$ cat src/rtl/zpbit_pkg.sv
package zpbit_pkg;

    localparam int BYTE_W = 8;
    localparam int IDX_W  = $clog2(BYTE_W);

    typedef enum logic [1:0] {
        OP_CLRB = 2'd0,
        OP_SETB = 2'd1,
        OP_BRB0 = 2'd2,
        OP_BRB1 = 2'd3
    } zop_e;

    typedef enum logic [1:0] {
        ST_IDLE  = 2'd0,
        ST_READ  = 2'd1,
        ST_HOLD  = 2'd2,
        ST_WRITE = 2'd3
    } zstate_e;

    typedef struct packed {
        logic             legal;
        zop_e             op;
        logic [IDX_W-1:0] idx;
    } zdec_t;

    function automatic zdec_t decode_opcode(input logic [BYTE_W-1:0] opc);
        zdec_t d;
        d.legal = (opc[3:0] == 4'h7) || (opc[3:0] == 4'hF);
        d.idx   = opc[6:4];
        case ({opc[3], opc[7]})
            2'b00:   d.op = OP_CLRB;
            2'b01:   d.op = OP_SETB;
            2'b10:   d.op = OP_BRB0;
            default: d.op = OP_BRB1;
        endcase
        return d;
    endfunction

    function automatic logic op_is_branch(input zop_e op);
        return (op == OP_BRB0) || (op == OP_BRB1);
    endfunction

    function automatic logic [BYTE_W-1:0] one_hot(input logic [IDX_W-1:0] idx);
        logic [BYTE_W-1:0] m;
        m = '0;
        m[idx] = 1'b1;
        return m;
    endfunction

endpackage

$ cat src/rtl/zpbit_decode.sv
module zpbit_decode
    import zpbit_pkg::*;
(
    input  logic [BYTE_W-1:0] opcode,
    output zdec_t             dec
);
    always_comb begin
        dec = decode_opcode(opcode);
    end
endmodule

$ cat src/rtl/zpbit_bitop.sv
module zpbit_bitop
    import zpbit_pkg::*;
(
    input  zop_e              op,
    input  logic [IDX_W-1:0]  idx,
    input  logic [BYTE_W-1:0] byte_in,
    output logic [BYTE_W-1:0] byte_out,
    output logic              take
);
    logic [BYTE_W-1:0] mask;
    logic              sel_bit;

    always_comb begin
        mask    = one_hot(idx);
        sel_bit = |(byte_in & mask);
        unique case (op)
            OP_SETB: byte_out = byte_in | mask;
            OP_CLRB: byte_out = byte_in & ~mask;
            default: byte_out = byte_in;
        endcase
        take = (op == OP_BRB1) ? sel_bit : ((op == OP_BRB0) ? !sel_bit : 1'b0);
    end
endmodule

$ cat src/rtl/zpbit_pcgen.sv
module zpbit_pcgen
    import zpbit_pkg::*;
#(
    parameter int PC_W      = 16,
    parameter int LEN_MODIFY = 2,
    parameter int LEN_BRANCH = 3
) (
    input  logic [PC_W-1:0]   pc,
    input  logic [BYTE_W-1:0] disp,
    input  logic              branch,
    input  logic              take,
    output logic [PC_W-1:0]   pc_next
);
    localparam logic [PC_W-1:0] STEP_MOD = PC_W'(LEN_MODIFY);
    localparam logic [PC_W-1:0] STEP_BR  = PC_W'(LEN_BRANCH);

    logic [PC_W-1:0] seq_pc;
    logic [PC_W-1:0] disp_ext;

    always_comb begin
        disp_ext = {{(PC_W-BYTE_W){disp[BYTE_W-1]}}, disp};
        seq_pc   = pc + (branch ? STEP_BR : STEP_MOD);
        pc_next  = (branch && take) ? (seq_pc + disp_ext) : seq_pc;
    end
endmodule

$ cat src/rtl/zpbit_seq.sv
module zpbit_seq
    import zpbit_pkg::*;
#(
    parameter int PC_W   = 16,
    parameter int ADDR_W = 16
) (
    input  logic              clk,
    input  logic              rst,
    input  logic              start,
    input  zdec_t             dec,
    input  logic [BYTE_W-1:0] zp_in,
    input  logic [BYTE_W-1:0] off_in,
    input  logic [PC_W-1:0]   pc_in,
    input  logic [BYTE_W-1:0] mod_byte,
    input  logic [PC_W-1:0]   pc_calc,
    output zop_e              op_q,
    output logic [IDX_W-1:0]  idx_q,
    output logic [PC_W-1:0]   pc_q,
    output logic [BYTE_W-1:0] off_q,
    output logic [ADDR_W-1:0] mem_addr,
    output logic              mem_rd,
    output logic              mem_wr,
    output logic [BYTE_W-1:0] mem_wdata,
    output logic              busy,
    output logic              done,
    output logic [PC_W-1:0]   next_pc
);
    zstate_e           state;
    logic [BYTE_W-1:0] zp_q;
    logic [BYTE_W-1:0] data_q;
    logic              done_q;
    logic [PC_W-1:0]   npc_q;
    logic              accept;

    assign accept = start && dec.legal && (state == ST_IDLE);

    always_ff @(posedge clk) begin
        if (rst) begin
            state  <= ST_IDLE;
            op_q   <= OP_CLRB;
            idx_q  <= '0;
            pc_q   <= '0;
            off_q  <= '0;
            zp_q   <= '0;
            data_q <= '0;
            done_q <= 1'b0;
            npc_q  <= '0;
        end else begin
            done_q <= 1'b0;
            unique case (state)
                ST_IDLE: begin
                    if (accept) begin
                        op_q  <= dec.op;
                        idx_q <= dec.idx;
                        pc_q  <= pc_in;
                        off_q <= off_in;
                        zp_q  <= zp_in;
                        state <= ST_READ;
                    end
                end
                ST_READ: state <= ST_HOLD;
                ST_HOLD: begin
                    data_q <= mod_byte;
                    if (op_is_branch(op_q)) begin
                        npc_q  <= pc_calc;
                        done_q <= 1'b1;
                        state  <= ST_IDLE;
                    end else begin
                        state <= ST_WRITE;
                    end
                end
                ST_WRITE: begin
                    npc_q  <= pc_calc;
                    done_q <= 1'b1;
                    state  <= ST_IDLE;
                end
                default: state <= ST_IDLE;
            endcase
        end
    end

    assign mem_rd    = (state == ST_READ);
    assign mem_wr    = (state == ST_WRITE);
    assign mem_addr  = {{(ADDR_W-BYTE_W){1'b0}}, zp_q};
    assign mem_wdata = data_q;
    assign busy      = (state != ST_IDLE);
    assign done      = done_q;
    assign next_pc   = npc_q;


    rd_then_gap_chk: assert property (@(posedge clk) disable iff (rst)
        mem_rd |=> (!mem_rd && !mem_wr));


    wr_two_after_rd_chk: assert property (@(posedge clk) disable iff (rst)
        mem_wr |-> $past(mem_rd, 2));


    branch_no_write_chk: assert property (@(posedge clk) disable iff (rst)
        mem_wr |-> !op_is_branch(op_q));


    done_single_chk: assert property (@(posedge clk) disable iff (rst)
        done |=> !done);


    busy_holds_op_chk: assert property (@(posedge clk) disable iff (rst)
        busy |=> ($stable(op_q) && $stable(zp_q) && $stable(pc_q)));


    reset_quiet_chk: assert property (@(posedge clk)
        $past(rst) |-> (!busy && !done && !mem_rd && !mem_wr));
endmodule

$ cat src/rtl/zpbit_unit.sv
module zpbit_unit
    import zpbit_pkg::*;
#(
    parameter int PC_W   = 16,
    parameter int ADDR_W = 16
) (
    input  logic              clk,
    input  logic              rst,
    input  logic              start,
    input  logic [7:0]        opcode,
    input  logic [7:0]        zp_addr,
    input  logic [7:0]        offset,
    input  logic [PC_W-1:0]   pc_in,
    input  logic [7:0]        mem_rdata,
    output logic [ADDR_W-1:0] mem_addr,
    output logic              mem_rd,
    output logic              mem_wr,
    output logic [7:0]        mem_wdata,
    output logic              busy,
    output logic              done,
    output logic [PC_W-1:0]   next_pc
);
    zdec_t             dec;
    zop_e              op_q;
    logic [IDX_W-1:0]  idx_q;
    logic [PC_W-1:0]   pc_q;
    logic [BYTE_W-1:0] off_q;
    logic [BYTE_W-1:0] mod_byte;
    logic              take;
    logic [PC_W-1:0]   pc_calc;

    zpbit_decode u_dec (
        .opcode (opcode),
        .dec    (dec)
    );

    zpbit_bitop u_bit (
        .op       (op_q),
        .idx      (idx_q),
        .byte_in  (mem_rdata),
        .byte_out (mod_byte),
        .take     (take)
    );

    zpbit_pcgen #(.PC_W(PC_W)) u_pc (
        .pc      (pc_q),
        .disp    (off_q),
        .branch  (op_is_branch(op_q)),
        .take    (take),
        .pc_next (pc_calc)
    );

    zpbit_seq #(.PC_W(PC_W), .ADDR_W(ADDR_W)) u_seq (
        .clk       (clk),
        .rst       (rst),
        .start     (start),
        .dec       (dec),
        .zp_in     (zp_addr),
        .off_in    (offset),
        .pc_in     (pc_in),
        .mod_byte  (mod_byte),
        .pc_calc   (pc_calc),
        .op_q      (op_q),
        .idx_q     (idx_q),
        .pc_q      (pc_q),
        .off_q     (off_q),
        .mem_addr  (mem_addr),
        .mem_rd    (mem_rd),
        .mem_wr    (mem_wr),
        .mem_wdata (mem_wdata),
        .busy      (busy),
        .done      (done),
        .next_pc   (next_pc)
    );
endmodule

$ cat config.mk
export PLATFORM = sky130hd
export DESIGN_NAME = zpbit_unit
export DESIGN_NICKNAME = d
export VERILOG_FILES = /design/src/rtl/zpbit_pkg.sv /design/src/rtl/zpbit_decode.sv /design/src/rtl/zpbit_bitop.sv /design/src/rtl/zpbit_pcgen.sv /design/src/rtl/zpbit_seq.sv /design/src/rtl/zpbit_unit.sv
export SDC_FILE = /design/constraint.sdc
export NUM_CORES = 1
export LEC_CHECK = 0
export CORE_ASPECT_RATIO = 0.75
export CORE_UTILIZATION = 58
export CTS_CLUSTER_SIZE = 20
export DETAILED_ROUTE_END_ITERATION = 8
export DONT_BUFFER_PORTS = 1
export PLACE_DENSITY = 0.86
export SLEW_MARGIN = 0
export SYNTH_ARGS = -nofsm -noshare
export SYNTH_HDL_FRONTEND = slang
export SYNTH_SLANG_ARGS = --single-unit
$ cat constraint.sdc
create_clock -name clk -period 3.6 [get_ports clk]
set_input_delay 0.18 -clock clk [delete_from_list [all_inputs] [get_ports clk]]
set_output_delay 0.18 -clock clk [all_outputs]
set_load 0.01 [all_outputs]
==> flow_metrics.env <==
export IMPL_nNetsFinal=570
export IMPL_clock_path_buffers=2
export IMPL_critical_path_cell_chain="ha_1 -> inv_1 -> ha_1 -> and4b_1 -> and4_1 -> xnor2_1 -> inv_1 -> ha_1 -> a21oi_1 -> o211ai_1 -> a221oi_2 -> a21oi_1 -> or2_2 -> o311ai_1"
export IMPL_totalPowerFinal_w=0.001578
export IMPL_endpoint_kind="register"
export IMPL_p_comb_frac=0.088
export IMPL_clock_latency_ns=0.34
export IMPL_finClkSkew_ns=0.009594
export IMPL_tritoncts="done"
export IMPL_clk_pin_slew_ns=0.07
export IMPL_first_iter_violations=284
export IMPL_firstDrtPassIters=4
export IMPL_drc=0
export IMPL_synth_area_leaders="dfxtp_1 (34%), nand2_1 (9.8%), a21oi_1 (7.3%)"
export IMPL_yosysSeqAreaShare=0.3395
export IMPL_syn_inst=477
export IMPL_die_area_mm2=0.006836
export IMPL_worstPathMaxFanout=7
export IMPL_synthDistinctLibCells=56
export IMPL_grt_pass1_wl_um=15590
export IMPL_n_fill_cell=484
export IMPL_crit_type="reg2reg"
export IMPL_p_switching_w=0.0003665
export IMPL_p_clk_frac=0.441
export IMPL_setup_tns_ns=0
export IMPL_die_x_um=95.14
export IMPL_cts_sinks=64
export IMPL_power_density_mw_per_mm2=363.1
export IMPL_ir_worst_vdd_uv=372.3
export IMPL_async_reset_ff_frac=0
export IMPL_ys_seq_elements=64
export IMPL_vias_per_cell=6.094
export IMPL_synth_edf_count=0
export IMPL_post_route_min_period_ns=3.264
export IMPL_final_antenna_net_count=0
export IMPL_vias=3571
export IMPL_post_route_period_util=0.9065
export IMPL_io_pin_count=95
export IMPL_routedWlPerCell_um=17.37
export IMPL_yosysTopAreaCellShare=0.3395
export IMPL_clock_fmax_mhz=306.4
export IMPL_avgSynthCellArea_um2=7.911
export IMPL_synth_compound_area_frac=0.2122
export IMPL_synth_area_mm2=0.003774
export IMPL_synth_top_cell_by_area="dfxtp_1"
export IMPL_layout_drive_gt1_share=0.07129
export IMPL_yosys_area_share_simple=0.2205
export IMPL_status="finished clean"
export IMPL_grt_max_degree=54
export IMPL_drv_cap=0
export IMPL_rsz0062_at_grt="false"
export IMPL_p_leak_nw=1.665
export IMPL_coreArea_mm2=0.006287
export IMPL_diodes=0
export IMPL_slew_limit_headroom=0.2325
export IMPL_worst_pin_slew_ns=1.149
export IMPL_synth_xor_area_frac=0.04642
export IMPL_cp_common_cell="ha_1"
export IMPL_cp_required_ns=3.84
export IMPL_arrival_ns=3.50
export IMPL_row_count=25
export IMPL_synthTopCellsByCount="nand2_1 (99), dfxtp_1 (64), a21oi_1 (55)"
export IMPL_ys_warn_count=0
export IMPL_cts_inserted_buffers=9
export IMPL_synth_fa_ha_area_frac=0.06167
export IMPL_crit_family="compound AO/OA/AOI/OAI gates"
export IMPL_overflow=0
export IMPL_min_path_type="in2reg"
export IMPL_io_buffers=0
export IMPL_setup_violations_final=0
export IMPL_design_area_mm2=0.004347
export IMPL_dpl_cell_area_mm2=0.003736
export IMPL_grt_pass1_vias=3231
export IMPL_critPathLaunchType="register"
export IMPL_hold_viol_final=0
export IMPL_hpwl_um=6724
export IMPL_post_cts_setup_buffer_count=0
export IMPL_p_int_w=0.001212
export IMPL_post_synth_top_count_cell="nand2_1"
export IMPL_cts_root_buf="clkbuf_8"
export IMPL_groute_usage_overall=0.3007
export IMPL_cp_slowest_cell="ha_1"
export IMPL_routabilityCongestion=0.9380
export IMPL_antenna_found_initial=0
export IMPL_htree_levels=3
export IMPL_drv_slew=0
export IMPL_start_util=0.6002
export IMPL_synth_top_family_by_area="simple AND/OR/NAND/NOR gates"
export IMPL_die_y_um=71.86
export IMPL_synth_mux_area_frac=0.05338
export IMPL_swShare=0.2322
export IMPL_path_buf_inv=2
export IMPL_ys_flop_type="dfxtp_1"
export IMPL_routed_wirelength_um=10180
export IMPL_area_growth_pct=15.19
export IMPL_worst_path_largest_cell_delay_ns=0.35
export IMPL_power_frac_seq=0.471
flip-flops by register name (all words and copies together) (netlist names):
register,flops
u_seq.mem_wdata,8
u_seq.state,2
u_seq.idx_q,3
u_seq.pc_q,16
u_seq.op_q,2
u_seq.done,1
u_seq.next_pc,16
u_seq.off_q,8
u_seq.zp_q,8
per-stage QoR:
stage                     cells    util  hold slack [ns]  setup WS (ns)
after detailed placement    534  0.5942           0.2548         0.2364
after global placement      534  0.5942           0.2524         0.3689
final                       586  0.6913          0.02192         0.3365
after CTS                   586  0.6898         0.005254         0.2118
after global routing        586  0.6913          0.02328        0.01784
after floorplan             484       -           0.3160         0.2354
metal layers:
| layer | global-route usage | up-vias | share of wire |
|---|---|---|---|
| li1 | - | 1711 | - |
| met1 | 0.4208 | 1673 | 0.45 |
| met2 | 0.4571 | 168 | 0.45 |
| met3 | 0.07219 | 19 | 0.086 |
| met4 | 0.09091 | 0 | 0.015 |
| met5 | 0 | - | 0 |
worst register-to-register path, cell delays in order, from the launching register on:
cell      delay, ns
dfxtp_1        0.34
ha_1           0.19
inv_1          0.06
ha_1           0.23
and4b_1        0.31
and4_1         0.22
xnor2_1        0.13
inv_1          0.06
ha_1           0.36
a21oi_1        0.17
o211ai_1       0.12
a221oi_2       0.30
a21oi_1        0.12
or2_2          0.30
o311ai_1       0.26
cell usage in the layout (no fill, tap or decap), types with 5 or more instances in the layout:
master,synthesis,final
nand2b_1,6,6
inv_1,13,13
dlygate4sd3_1,0,36
a21oi_1,55,54
nor2_1,33,32
a211oi_1,9,9
nand2_1,99,99
xor2_1,7,7
and3_1,5,5
mux2i_1,12,12
ha_1,17,17
xnor2_1,13,13
a21o_1,8,8
o211ai_1,6,6
dfxtp_1,64,64
nor3b_1,5,5
nor3_1,6,6
nand3_1,7,7
o21ai_0,13,13
conb_1,1,8
clkbuf_8,0,11
kinds of logic after synthesis:
group | count (synthesis)
AO/OA/AOI/OAI | 126
XOR/XNOR | 20
multiplexers | 16
adder cells (fa/ha/maj) | 18
other | 1
buffers and inverters | 48
flip-flops | 64
AND/OR/NAND/NOR | 184
power groups by stage:
| stage | Sequential, W | Combinational [W] | Clock, W |
|---|---|---|---|
| 2_1_floorplan | 0.000752 | 0.0000952 | 0 |
| 3_3_place_gp | 0.000757 | 0.0000902 | 0 |
| 3_5_place_dp | 0.000758 | 0.0000926 | 0 |
| 4_1_cts | 0.000742 | 0.000135 | 0.000695 |
| 5_1_grt | 0.000744 | 0.000152 | 0.000730 |
| 6_report | 0.000743 | 0.000139 | 0.000696 |
timing repair:
item                                    in CTS  in global routing
hold buffers                                37                  0
hold endpoints to repair                    53                  0
endpoints found under the setup margin       0                  1
resized for setup                            0                  2
layout make-up:
cell class	count	area, um^2	area share
well taps	81	101.3	0.02332
clock buffers	12	155.1	0.03569
clock inverters	3	65.06	0.01497
repair buffers	41	410.4	0.09442
flip-flops and latches	64	1281	0.2948
inverters	13	48.80	0.01123
multi-input cells	372	2285	0.5256
path summary, 6_finish.rpt:
kind / from / end / slack [ns] / cells after the start
worst max-delay path: u_seq.op_q[1] / u_seq.next_pc[15] / 0.34 / 14
worst min-delay path: pc_in[5] / u_seq.pc_q[5] / 0.02 / 2
worst max register to register: u_seq.op_q[1] / u_seq.next_pc[15] / 0.34 / 14
worst min register to register: u_seq.pc_q[0] / u_seq.pc_q[0] / 0.47 / 2
Note: power is estimated with default switching activity, not from simulation.
